$ cat src/rtl/dma_ring_addr_gen.sv
module dma_ring_addr_gen #(
  parameter int ADDR_W   = 32,
  parameter int CNT_W    = 16,
  parameter int SEL_W    = 3,
  parameter int MAX_LOG  = 5
) (
  input  logic              clk,
  input  logic              rst_n,
  input  logic              load,
  input  logic [ADDR_W-1:0] load_addr,
  input  logic [CNT_W-1:0]  load_count,
  input  logic              ring_en,
  input  logic [SEL_W-1:0]  ring_sel,
  input  logic              unit16,
  input  logic              advance,
  output logic [ADDR_W-1:0] cur_addr,
  output logic [CNT_W-1:0]  remaining,
  output logic              word_mode,
  output logic              tc_pulse,
  output logic              align_err
);

  function automatic logic [ADDR_W-1:0] field_mask(input logic [SEL_W-1:0] sel,
                                                   input logic u16);
    int lg;
    lg = (int'(sel) >= MAX_LOG) ? MAX_LOG : int'(sel) + 1;
    if (u16) lg = lg + 1;
    return (ADDR_W'(1) << lg) - ADDR_W'(1);
  endfunction

  logic [ADDR_W-1:0] addr_q, mask_q;
  logic [CNT_W-1:0]  rem_q;
  logic              ring_q, u16_q, tc_q, err_q;

  wire [ADDR_W-1:0] ld_mask  = field_mask(ring_sel, unit16);
  wire              step_ok  = advance && !load && (rem_q != '0);
  wire [ADDR_W-1:0] lin_next = addr_q + (u16_q ? ADDR_W'(2) : ADDR_W'(1));
  wire [ADDR_W-1:0] rng_next = (addr_q & ~mask_q) | (lin_next & mask_q);

  always_ff @(posedge clk or negedge rst_n) begin
    if (!rst_n) begin
      addr_q <= '0;
      mask_q <= '0;
      rem_q  <= '0;
      ring_q <= 1'b0;
      u16_q  <= 1'b0;
      tc_q   <= 1'b0;
      err_q  <= 1'b0;
    end else if (load) begin
      ring_q <= ring_en;
      u16_q  <= unit16;
      mask_q <= ring_en ? ld_mask : '0;
      addr_q <= ring_en ? (load_addr & ~ld_mask) : load_addr;
      err_q  <= ring_en && ((load_addr & ld_mask) != '0);
      rem_q  <= load_count;
      tc_q   <= 1'b0;
    end else begin
      tc_q <= step_ok && (rem_q == CNT_W'(1));
      if (step_ok) begin
        addr_q <= ring_q ? rng_next : lin_next;
        rem_q  <= rem_q - CNT_W'(1);
      end
    end
  end

  assign cur_addr  = u16_q ? {addr_q[ADDR_W-1:1], 1'b0} : addr_q;
  assign remaining = rem_q;
  assign word_mode = u16_q;
  assign tc_pulse  = tc_q;
  assign align_err = err_q;

  assert_count_step_R7: assert property (@(posedge clk) disable iff (!rst_n)
    (advance && !load && remaining != '0) |=> remaining == $past(remaining) - CNT_W'(1));

  assert_idle_hold_R10: assert property (@(posedge clk) disable iff (!rst_n)
    (!load && remaining == '0) |=> $stable(cur_addr) && remaining == '0);

  assert_tc_single_R10: assert property (@(posedge clk) disable iff (!rst_n)
    tc_pulse |=> !tc_pulse);

  assert_upper_frozen_R4: assert property (@(posedge clk) disable iff (!rst_n)
    (ring_q && !load) |=> ((addr_q ^ $past(addr_q)) & ~mask_q) == '0);

  assert_load_wins_R11: assert property (@(posedge clk) disable iff (!rst_n)
    load |=> remaining == $past(load_count) && !tc_pulse);

  always_comb
    assert_word_even_R8: assert (!rst_n || !word_mode || cur_addr[0] == 1'b0);

endmodule

$ cat config.mk
export PLATFORM = sky130hd
export DESIGN_NAME = dma_ring_addr_gen
export DESIGN_NICKNAME = d
export VERILOG_FILES = /design/src/rtl/dma_ring_addr_gen.sv
export SDC_FILE = /design/constraint.sdc
export NUM_CORES = 1
export LEC_CHECK = 0
export ABC_AREA = 1
export ABC_CLOCK_PERIOD_IN_PS = 6700
export BUFFER_PORTS_ARGS = -buffer_cell sky130_fd_sc_hd__buf_4
export CAP_MARGIN = 20
export CORE_ASPECT_RATIO = 1.4
export CORE_MARGIN = 8
export CORE_UTILIZATION = 50
export DETAILED_ROUTE_END_ITERATION = 6
export MAX_ROUTING_LAYER = met4
export PLACE_DENSITY = 0.73
export SLEW_MARGIN = 20
export SYNTH_ARGS = -nofsm -noshare
export SYNTH_HDL_FRONTEND = slang
export SYNTH_SLANG_ARGS = --single-unit
$ cat constraint.sdc
create_clock -name clk -period 6.7 [get_ports clk]
set_input_delay 0.335 -clock clk [delete_from_list [all_inputs] [get_ports clk]]
set_output_delay 0.335 -clock clk [all_outputs]
set_load 0.1 [all_outputs]
== After elaboration in Yosys (flattened, before gate mapping) ==
Index checks and enable logic that the tools add are counted.

* Register bits after elaboration: 84
* Word-level logic and storage cells: 42
* Bits in read-only memories: 0
* Output and inout bits: 51
* Memories: 0
* Bits in latches: 0
* Bits of input ports: 57
* Bits in writable memories: 0

* Div/mod/pow operators: 0
* Magnitude comparators: 1
* Bitwise operators: 7
* Shift operators: 1
* Reductions and logical operators: 8
* Equal/unequal tests: 1
* Multiplexer cells: 12
* Add/sub/neg operators: 5
* Multipliers: 0

{| class="wikitable"
|+ Operator list
! cell !! number
|-
| $mux 32 || 5
|-
| $and 32x32->32 || 4
|-
| $not 32->32 || 2
|-
| $add 32x2->32 || 1
|-
| $mux 16 || 2
|-
| $or 32x32->32 || 1
|-
| $reduce_bool 32->1 || 1
|-
| $shl 1x32->32 const A || 1
|-
| $sub 32x2->32 const B || 1
|-
| $eq 16x1->1 const B || 1
|-
| $reduce_bool 16->1 || 1
|-
| $sub 16x1->16 const B || 1
|-
| $add 4x1->5 const B || 1
|-
| $mux 5 || 1
|-
| $add 3x1->4 const B || 1
|-
| $logic_and 1x1->1 || 4
|-
| $mux 4 || 1
|-
| $ge 3x3->1 const B || 1
|-
| $mux 1 || 2
|-
| $mux 2 || 1
|-
| $reduce_bool 2->1 || 1
|-
| $logic_not 1->1 || 1
|}

== Logic depth before layout (Yosys ltp) ==
Gate-level depths: netlist of run 1.

* Word-level depth: 10
* Gate-level depth with buffers: 20
* Gate-level depth less buffers: 20

== Least setup slack after synthesis of run 1 ==
OpenSTA, ideal clock, no wires.

* Path type: register to register
* Start: register u16_q, in the netlist word_mode
* End: register (tool-made name)
* Data required time: 6.613 ns
* Setup slack: 2.934 ns
* Library setup time: 0.087 ns
* Cell stages (with the launch flop): 17
* Path buffers: 0
* Arrival: 3.679 ns
* Clock period less this slack: 3.766 ns
* Cell sequence: dfrtp_1 inv_1 ha_1 inv_1 fa_1 inv_1 nand2_1 nor2_1 nand2_1 nor2_2 nand2_2 nor2_4 nand2_2 nor2_1 xor2_1 o211ai_1 a22oi_1

{| class="wikitable"
|+ RTL lines
! element !! RTL line !! RTL
|-
| start, declared || 33 || <nowiki>logic ring_q, u16_q, tc_q, err_q;</nowiki>
|-
| start signal, assigned || 51 || <nowiki>u16_q <= unit16;</nowiki>
|}

==> flow_summary.ini, run 1 <==
[layout]
mostFrequentLayoutCell = sky130_fd_sc_hd__nand2_1
fillers = 1027
area_delta_synth_final_pct = 17.0
num_antenna_cells = 0
final_area_mm2 = 0.00656
mostFrequentLayoutCells = 175 x sky130_fd_sc_hd__nand2_1, 107 x sky130_fd_sc_hd__buf_4, 84 x sky130_fd_sc_hd__dfrtp_1
post_layout_nonfiller_instances = 978
drive_above_1_share_pct = 18.8
num-nets-final = 894

[clocking]
postCtsSetupRepairBufs = 0
cts_buffers = 9
clock-root-buffer = sky130_fd_sc_hd__clkbuf_16
cts-hold-fix-buffers = 0
h-tree-depth = 3
cts_resized = 0
cts_tree = yes
clk-insertion-delay-late_ps = 340
clkTransAtPathRegs_ps = 70
tritoncts_sinks = 84
cts_max_path_buffers = 2

[min_path]
hold_crit_class = primary input to async pin

[critical_path]
setup_slack_of_the_worst_register_to_register_path_ps = 3680
cp.depth = 8
worst_setup_path_start_kind = primary input
reg2reg_from = word_mode
worstPathArrival_ps = 3610
cp_num_buf_inv = 4
reg2regPathDepth = 16
critical_path_cell_by_cell = buf_4, clkinv_1, buf_4, nand2_2, inv_2, a21oi_1, nor2_1, a31oi_1
cp_slowest_stage_delay_ps = 780
standard_cell_with_the_maximum_stage_delay_on_the_critical_path = sky130_fd_sc_hd__clkinv_1
setup.worst_path.class = primary input to register
crit_fanout = 71
critical_path.endpoint_type = register
worst_path_most_repeated_cell = sky130_fd_sc_hd__buf_4
required_ps = 6960
cp_top_family = buffers and inverters
worstSetupStartpoint = load

[logic_synthesis]
ys_async_sr_fraction_pct = 100
synth-edff-count = 0
yosys_warnings = 0
syn_avg_cell_area_um2 = 7.33
synthesis.area_mm2 = 0.00561
synth_sequential_area_ratio_pct = 37.5
postSynthRegisterBits = 84
netlist_instances = 765
synth_fp_nets = 830
primary_flip_flop_cell_chosen_by_synthesis_mapping = sky130_fd_sc_hd__dfrtp_1
yosysUniqueCellTypes = 42

[place]
placedCellCount = 962
post-dp-hpwl_um = 12800
dpl_cell_area_mm2 = 0.00625
place.gp.congestion = 0.900
buffer_ports.inserted = 107

[job]
max_cap_violations = 0

[timing]
setup_total_negative_slack_ps = 0
timing.final.max_slew_violations = 0
rsz_0062_raised_after_global_routing = false
post-route-period-util_pct = 50.0
holdWs_ps = 43.7
max-slew-margin-rel_pct = 40.4
setup_viol = 0
post-route-min-period_ps = 3350
highest_achievable_clock_rate_ghz = 0.298
max_slew.worst_pin.slew_ps = 893
timing.final.hold_violations = 0
finalClockSkew_ps = 10.6

[outcome]
run_status = finished clean

[detailed_routing]
drt_iter0_markers = 348
postRouteAntennaNets = 0
drt-wirelength-per-cell_um = 17.5
routed_via_density = 5.70
first_pass_iters = 5
detail_route.wirelength_um = 17100
vias_after_detailed_routing = 5579
drt_drc_violations_left = 0

[floorplanning]
start_util_pct = 50.5
fp.coreArea_mm2 = 0.0111
die_width_um = 105
floorplan.io_pins = 108
die_ar_mm2 = 0.0149
rows = 46
dieHeight_um = 141

[grt]
global_route_wire_length_before_repair_um = 28400
grt_start_max_net_pins = 85
remaining_global_route_overflow = 0
gr-usage-all-layers_pct = 24.1
number_of_global_route_vias_before_repair = 5721
grt_antenna_before_repair = 0

[power_and_ir_drop]
vdd_ir_drop_max_v = 0.000177
p_leak_uw = 0.00315
power.density_mw_per_mm2 = 298
report_power, final:
| group | internal (uW) | leakage (uW) | switching [uW] |
|---|---|---|---|
| logic | 184 | 0.00195 | 594 |
| clock network | 303 | 0.000150 | 222 |
| registers | 567 | 0.00106 | 83.0 |
metal layers:
layer / global-route usage [%] / wire, um / share of wire (%) / vias up
met2: 40.3 / 8550 / 50 / 238
met1: 27.1 / 6880 / 40 / 2640
met3: 3.63 / 905 / 5.3 / 56
li1: - / - / - / 2645
met5: - / 0 / 0 / -
met4: 13.5 / 811 / 4.7 / 0
how the worst max path moves through the flow:
stage / end
final: register
after detailed placement: register
after global placement: register
after floorplan: register
after global routing: register
after CTS: register
stage by stage:
stage | utilization [%] | worst slack (ps) | power [uW]
finish | 59.1 | 3350 | 1950
global route | 59.1 | 3110 | 2040
CTS | 59.0 | 3400 | 1960
detailed placement | 56.3 | 3060 | 1430
global placement | 56.3 | 3190 | 1420
floorplan | - | 2930 | 1280
area by class of cell:
cell class	count	area [um2]	share of cell area, %
clock inverters	6	68.8	1.05
flip-flops and latches	84	2100	32.0
clock buffers	10	239	3.64
multi-input cells	549	2870	43.7
repair buffers	108	815	12.4
inverters	77	289	4.41
well taps	144	180	2.75
cell usage after synthesis (all sizes together) (2+ instances only):
cell    count  area share (%)
inv        76             5.1
nor4        5            0.56
o221ai      5            0.78
o22ai       2            0.22
o211ai     15             2.0
nand3b      2            0.27
nand3      43             4.0
nand4      10             1.1
xor2       29             4.5
nand2     185              13
nor2       87             6.5
a31oi      20             2.2
a21oi      33             2.9
o21ai      56             5.0
a32o        2            0.36
nor3       19             1.8
xnor2       8             1.2
a22oi      13             1.7
buf        41             5.3
dfrtp      84              37
clkbuf     14            0.94
ha          7             1.6
kinds of logic after synthesis:
family	share of synthesized area, %
simple gates	27.5
compound gates	15.9
buf+inv	11.4
flops	37.5
xor+xnor	5.78
fa+ha+maj	1.92
No activity file was read; power rests on OpenSTA's default activity.
==> run 2: changes to the inputs <==
--- a/config.mk
+++ b/config.mk
@@ -5,8 +5,8 @@
 export SDC_FILE = /design/constraint.sdc
 export NUM_CORES = 1
 export LEC_CHECK = 0
-export ABC_AREA = 1
-export ABC_CLOCK_PERIOD_IN_PS = 6700
+export ABC_AREA = 0
+export ABC_CLOCK_PERIOD_IN_PS = 2700
 export BUFFER_PORTS_ARGS = -buffer_cell sky130_fd_sc_hd__buf_4
 export CAP_MARGIN = 20
 export CORE_ASPECT_RATIO = 1.4
@@ -14,7 +14,7 @@
 export CORE_UTILIZATION = 50
 export DETAILED_ROUTE_END_ITERATION = 6
 export MAX_ROUTING_LAYER = met4
-export PLACE_DENSITY = 0.73
+export PLACE_DENSITY = 0.76
 export SLEW_MARGIN = 20
 export SYNTH_ARGS = -nofsm -noshare
 export SYNTH_HDL_FRONTEND = slang
==> constraint.sdc (replaced) <==
create_clock -name clk -period 2.7 [get_ports clk]
set_input_delay 0.135 -clock clk [delete_from_list [all_inputs] [get_ports clk]]
set_output_delay 0.135 -clock clk [all_outputs]
set_load 0.1 [all_outputs]
==> flow_summary.ini, run 2 <==
[logic_synthesis]
synth_commonest_cells = 84 x sky130_fd_sc_hd__dfrtp_1, 64 x sky130_fd_sc_hd__nand2_1, 52 x sky130_fd_sc_hd__o21ai_0
synth_top_area_share_pct = 37.4
syn_avg_cell_area_um2 = 8.92
synthesis.area_mm2 = 0.00562
synth_area_leader_cell = sky130_fd_sc_hd__dfrtp_1
primary_flip_flop_cell_chosen_by_synthesis_mapping = sky130_fd_sc_hd__dfrtp_1
postSynthRegisterBits = 84
synth_fp_nets = 695
yosysUniqueCellTypes = 87
synth-edff-count = 0
ys_top_cells_by_area = sky130_fd_sc_hd__dfrtp_1 37%, sky130_fd_sc_hd__o21ai_0 4.6%, sky130_fd_sc_hd__buf_4 4.4%, sky130_fd_sc_hd__mux2_2 4.4%, sky130_fd_sc_hd__xnor2_1 4.4%
netlist_instances = 630
synth_sequential_area_ratio_pct = 37.4
most_instantiated_library_cell_after_synthesis = sky130_fd_sc_hd__dfrtp_1
yosys_warnings = 0
ys_async_sr_fraction_pct = 100

[min_path]
hold_crit_depth = 3
min_from = load_count[4]
hold_crit_class = primary input to register

[grt]
remaining_global_route_overflow = 0
number_of_global_route_vias_before_repair = 5461
grt_antenna_before_repair = 0
grt_start_max_net_pins = 111
gr-usage-all-layers_pct = 23.6
global_route_wire_length_before_repair_um = 27800

[clocking]
clk-insertion-delay-late_ps = 350
cts_buffers = 9
h-tree-depth = 3
cts_tree = yes
clock-root-buffer = sky130_fd_sc_hd__clkbuf_16
tritoncts_sinks = 84
cts_max_path_buffers = 2
clkTransAtPathRegs_ps = 70

[detailed_routing]
drt_drc_violations_left = 0
drt_iter0_markers = 332
drt-wirelength-per-cell_um = 19.6
detail_route.wirelength_um = 16900
first_pass_iters = 5
vias_after_detailed_routing = 5215
postRouteAntennaNets = 0
routed_via_density = 6.04

[critical_path]
reg2regPathDepth = 10
setup.worst_path.class = register to register
critical_path.endpoint_type = register
worstPathArrival_ps = 2600
reg2reg_from = word_mode
worstSetupStartpoint = word_mode
required_ps = 2860
crit_fanout = 9
worst_setup_path_start_kind = register

[floorplanning]
rows = 46
die_ar_mm2 = 0.0149
start_util_pct = 50.3
fp.coreArea_mm2 = 0.0112
dieHeight_um = 141
floorplan.io_pins = 108
die_width_um = 106

[power_and_ir_drop]
p_leak_uw = 0.00292
vdd_ir_drop_max_v = 0.000274
power.density_mw_per_mm2 = 649
totalPowerFinal_uw = 4380

[timing]
timing.final.max_slew_violations = 0
timing.final.hold_violations = 0
setup_viol = 0
finalClockSkew_ps = 10.3
max-slew-margin-rel_pct = 28.5
post-route-period-util_pct = 90.3
holdWs_ps = 4.06
highest_achievable_clock_rate_ghz = 0.410
rsz_0062_raised_after_global_routing = false
post-route-min-period_ps = 2440
max_slew.worst_pin.slew_ps = 1070

[place]
buffer_ports.inserted = 107
place.gp.congestion = 0.862
post-dp-hpwl_um = 12400

[layout]
drive_above_1_share_pct = 28.4
area_delta_synth_final_pct = 20.1
num_antenna_cells = 0
mostFrequentLayoutCell = sky130_fd_sc_hd__buf_4
postLayoutCoreUtil_pct = 60.5
mostFrequentLayoutCells = 133 x sky130_fd_sc_hd__buf_4, 83 x sky130_fd_sc_hd__dfrtp_1, 64 x sky130_fd_sc_hd__nand2_1
num-nets-final = 779

[outcome]
run_status = finished clean

[job]
max_cap_violations = 0
## run 2: cell types whose count changed after synthesis, moves of 18 or more
cell,previous run,this run
sky130_fd_sc_hd__xor2_1,29,8
sky130_fd_sc_hd__nand2_1,175,64
sky130_fd_sc_hd__nor2_1,76,46
sky130_fd_sc_hd__xnor2_1,8,28
sky130_fd_sc_hd__mux2_2,0,22
sky130_fd_sc_hd__a21oi_1,33,15
sky130_fd_sc_hd__inv_1,68,25
sky130_fd_sc_hd__nand3_1,41,15
## run 2: layout make-up
cell class              count  area [um2]
inverters                  28         108
repair buffers            137        1050
fillers                  1019        4410
clock buffers              12         246
well taps                 144         180
clock inverters             4        25.0
flip-flops and latches     84        2110
multi-input cells         454        3040
## run 2: worst paths after layout
kind	slack (ps)	end
worst max-delay path	260	register
worst min-delay path	4	remaining[4]
worst max register to register	260	register
worst min register to register	480	mask_q[29]
max in group asynchronous	1440	mask_q[12]
min in group asynchronous	440	async pin
## run 2: kinds of logic (layout without fill, tap and decap cells)
kind of cell	after synthesis	count (layout)	synth area share (%)
AND/OR/NAND/NOR	211	211	20.1
AO/OA/AOI/OAI	173	173	20.7
buffers and inverters	92	181	9.17
flip-flops	84	84	37.4
XOR/XNOR	36	36	5.61
multiplexers	26	26	5.12
adder cells (fa/ha/maj)	8	8	1.91
## run 2: stage by stage
step	setup slack (ps)	setup TNS [ps]	area, um2	instances
4_1_cts	270	0	6750	863
5_1_grt	125	0	6750	863
3_5_place_dp	-42.3	-50.8	6450	844
3_3_place_gp	41.6	0	6450	844
6_report	262	0	6750	863
2_1_floorplan	19.2	0	5670	630
## run 2: timing repair
item,in CTS,in global routing
setup buffers,0,0
gates resized for setup,0,0
hold buffers,3,0
hold endpoints to repair,73,0
## run 2: layer usage
metal / GRT usage (%) / wire (um)
met5: - / 0
met4: 13.5 / 740
met3: 4.13 / 869
met2: 39.9 / 8750
met1: 25.8 / 6520
## run 2: report_power, final
group / switching (uW) / internal [uW]
clock network: 515 / 646
logic: 1190 / 481
registers: 169 / 1380
## run 2: worst max-delay path: stages (launching register included)
cell	delay [ps]
sky130_fd_sc_hd__dfrtp_4	500
sky130_fd_sc_hd__inv_4	90
sky130_fd_sc_hd__ha_4	130
sky130_fd_sc_hd__inv_1	50
sky130_fd_sc_hd__fa_2	390
sky130_fd_sc_hd__nor4_4	150
sky130_fd_sc_hd__buf_4	230
sky130_fd_sc_hd__and3_1	270
sky130_fd_sc_hd__nand3_1	120
sky130_fd_sc_hd__mux2i_1	180
sky130_fd_sc_hd__o21ai_0	120
==> run 3: changes to the inputs <==
--- a/config.mk
+++ b/config.mk
@@ -14,7 +14,7 @@
 export CORE_UTILIZATION = 50
 export DETAILED_ROUTE_END_ITERATION = 6
 export MAX_ROUTING_LAYER = met4
-export PLACE_DENSITY = 0.76
+export PLACE_DENSITY = 0.79
 export SLEW_MARGIN = 20
 export SYNTH_ARGS = -nofsm -noshare
 export SYNTH_HDL_FRONTEND = slang
==> flow_summary.ini, run 3 (synthesis gave the netlist of run 2 again) <==
[outcome]
run_status = finished clean

[critical_path]
cp_num_buf_inv = 1
critical_path_cell_by_cell = buf_4, ha_1, and4bb_4, o21ai_1, or2_2, ha_1, o211ai_1, a31oi_1, o221a_1, a2111oi_2, a32oi_1
required_ps = 2910
critical_path.endpoint_type = register
crit_fanout = 9
standard_cell_with_the_maximum_stage_delay_on_the_critical_path = sky130_fd_sc_hd__a2111oi_2
worst_path_most_repeated_cell = sky130_fd_sc_hd__ha_1
worstPathArrival_ps = 2680
setup.worst_path.class = primary input to register
cp_slowest_stage_delay_ps = 350
worst_setup_path_start_kind = primary input
cp_top_family = compound AO/OA/AOI/OAI gates

[place]
post-dp-hpwl_um = 12500
dpl_cell_area_mm2 = 0.00644
buffer_ports.inserted = 107
pre_cts_ws_ps = -91.4
placedCellCount = 843
place.gp.congestion = 0.845

[floorplanning]
fp.coreArea_mm2 = 0.0112
floorplan.io_pins = 108
start_util_pct = 50.3
rows = 46
dieHeight_um = 141
die_width_um = 106
die_ar_mm2 = 0.0149

[clocking]
postCtsSetupRepairBufs = 0
cts_buffers = 9
cts-hold-fix-buffers = 8
cts_resized = 0
clkTransAtPathRegs_ps = 60
cts_tree = yes
h-tree-depth = 3
tritoncts_sinks = 84
clock-root-buffer = sky130_fd_sc_hd__clkbuf_16
clk-insertion-delay-late_ps = 350
cts_max_path_buffers = 2

[layout]
mostFrequentLayoutCells = 132 x sky130_fd_sc_hd__buf_4, 83 x sky130_fd_sc_hd__dfrtp_1, 64 x sky130_fd_sc_hd__nand2_1
num_antenna_cells = 0
seqCellArea_mm2 = 0.00211
mostFrequentLayoutCell = sky130_fd_sc_hd__buf_4
drive_above_1_share_pct = 28.5
post_layout_nonfiller_instances = 868
num-nets-final = 784
final_area_mm2 = 0.00686
multiInputGateArea_mm2 = 0.00304
fillers = 963
area_delta_synth_final_pct = 22.1

[detailed_routing]
first_pass_iters = 6
postRouteAntennaNets = 0
drt_iter0_markers = 354
vias_after_detailed_routing = 5315
detail_route.wirelength_um = 16900
drt-wirelength-per-cell_um = 19.5
drt_drc_violations_left = 0
routed_via_density = 6.12

[timing]
rsz_0062_raised_after_global_routing = false
setup_viol = 0
post-route-min-period_ps = 2470
max-slew-margin-rel_pct = 44.6
fin_ws_ps = 227
finalClockSkew_ps = 9.57
timing.final.max_slew_violations = 0
max_slew.worst_pin.slew_ps = 831
post-route-period-util_pct = 91.6
timing.final.hold_violations = 0
highest_achievable_clock_rate_ghz = 0.404

[power_and_ir_drop]
p_leak_uw = 0.00295
power.density_mw_per_mm2 = 658
vdd_ir_drop_max_v = 0.000343

[grt]
gr-usage-all-layers_pct = 23.7
global_route_wire_length_before_repair_um = 27800
grt_start_max_net_pins = 111
remaining_global_route_overflow = 0
number_of_global_route_vias_before_repair = 5496
grt_antenna_before_repair = 0

[job]
max_cap_violations = 0

[min_path]
hold_crit_class = primary input to register
==> run 3: power by group <==
part           internal [uW]  switching, uW  total [uW]  leakage, uW
Clock                    767            515        1280     0.000140
Sequential              1380            172        1550      0.00107
Combinational            487           1200        1680      0.00174
Total                   2630           1880        4520      0.00295
==> run 3: worst paths after layout <==
check | from | endpoint | slack, ps | depth (start not counted)
min reg2reg | mask_q[25] | mask_q[25] | 480 | 2
min | load_addr[18] | register | 7 | 3
max reg2reg | word_mode | register | 290 | 10
max | ring_sel[0] | align_err | 230 | 11
min in group asynchronous | rst_n | async pin | 430 | 2
max in group asynchronous | rst_n | word_mode | 1630 | 2
==> run 3: area by class of cell <==
type | count | share of cell area [%]
Clock buffer | 11 | 3.68
Clock inverter | 5 | 0.875
Inverter | 28 | 1.57
Multi-Input combinational cell | 454 | 44.3
Sequential cell | 84 | 30.7
Tap cell | 144 | 2.62
Timing Repair Buffer | 142 | 16.3
==> run 3: worst register-to-register path, stage by stage, from the launching register on <==
cell                        delay (ps)
sky130_fd_sc_hd__dfrtp_4           500
sky130_fd_sc_hd__inv_4              90
sky130_fd_sc_hd__ha_4              130
sky130_fd_sc_hd__inv_1              50
sky130_fd_sc_hd__fa_2              400
sky130_fd_sc_hd__nor4_4            160
sky130_fd_sc_hd__buf_4             230
sky130_fd_sc_hd__nand4_2           160
sky130_fd_sc_hd__a2111oi_1         320
sky130_fd_sc_hd__a2bb2oi_1         200
sky130_fd_sc_hd__a21oi_1            60
==> run 3: per-stage QoR <==
step	utilization (%)	hold WS, ps	total power, uW	TNS [ps]
finish	61.5	6.77	4520	0
global route	61.5	8.01	4710	0
floorplan	-	-161	2880	0
detailed placement	57.7	286	3240	-120
global placement	57.7	283	3200	0
CTS	61.2	2.77	4540	0
==> run 3: layer usage <==
metal | vias to the layer above | track usage (%) | part of all wire (%)
met3 | 67 | 5.36 | 5.7
met5 | - | - | 0
met1 | 2605 | 25.8 | 38
met4 | 0 | 13.5 | 5.4
met2 | 214 | 39.1 | 51
li1 | 2429 | - | -
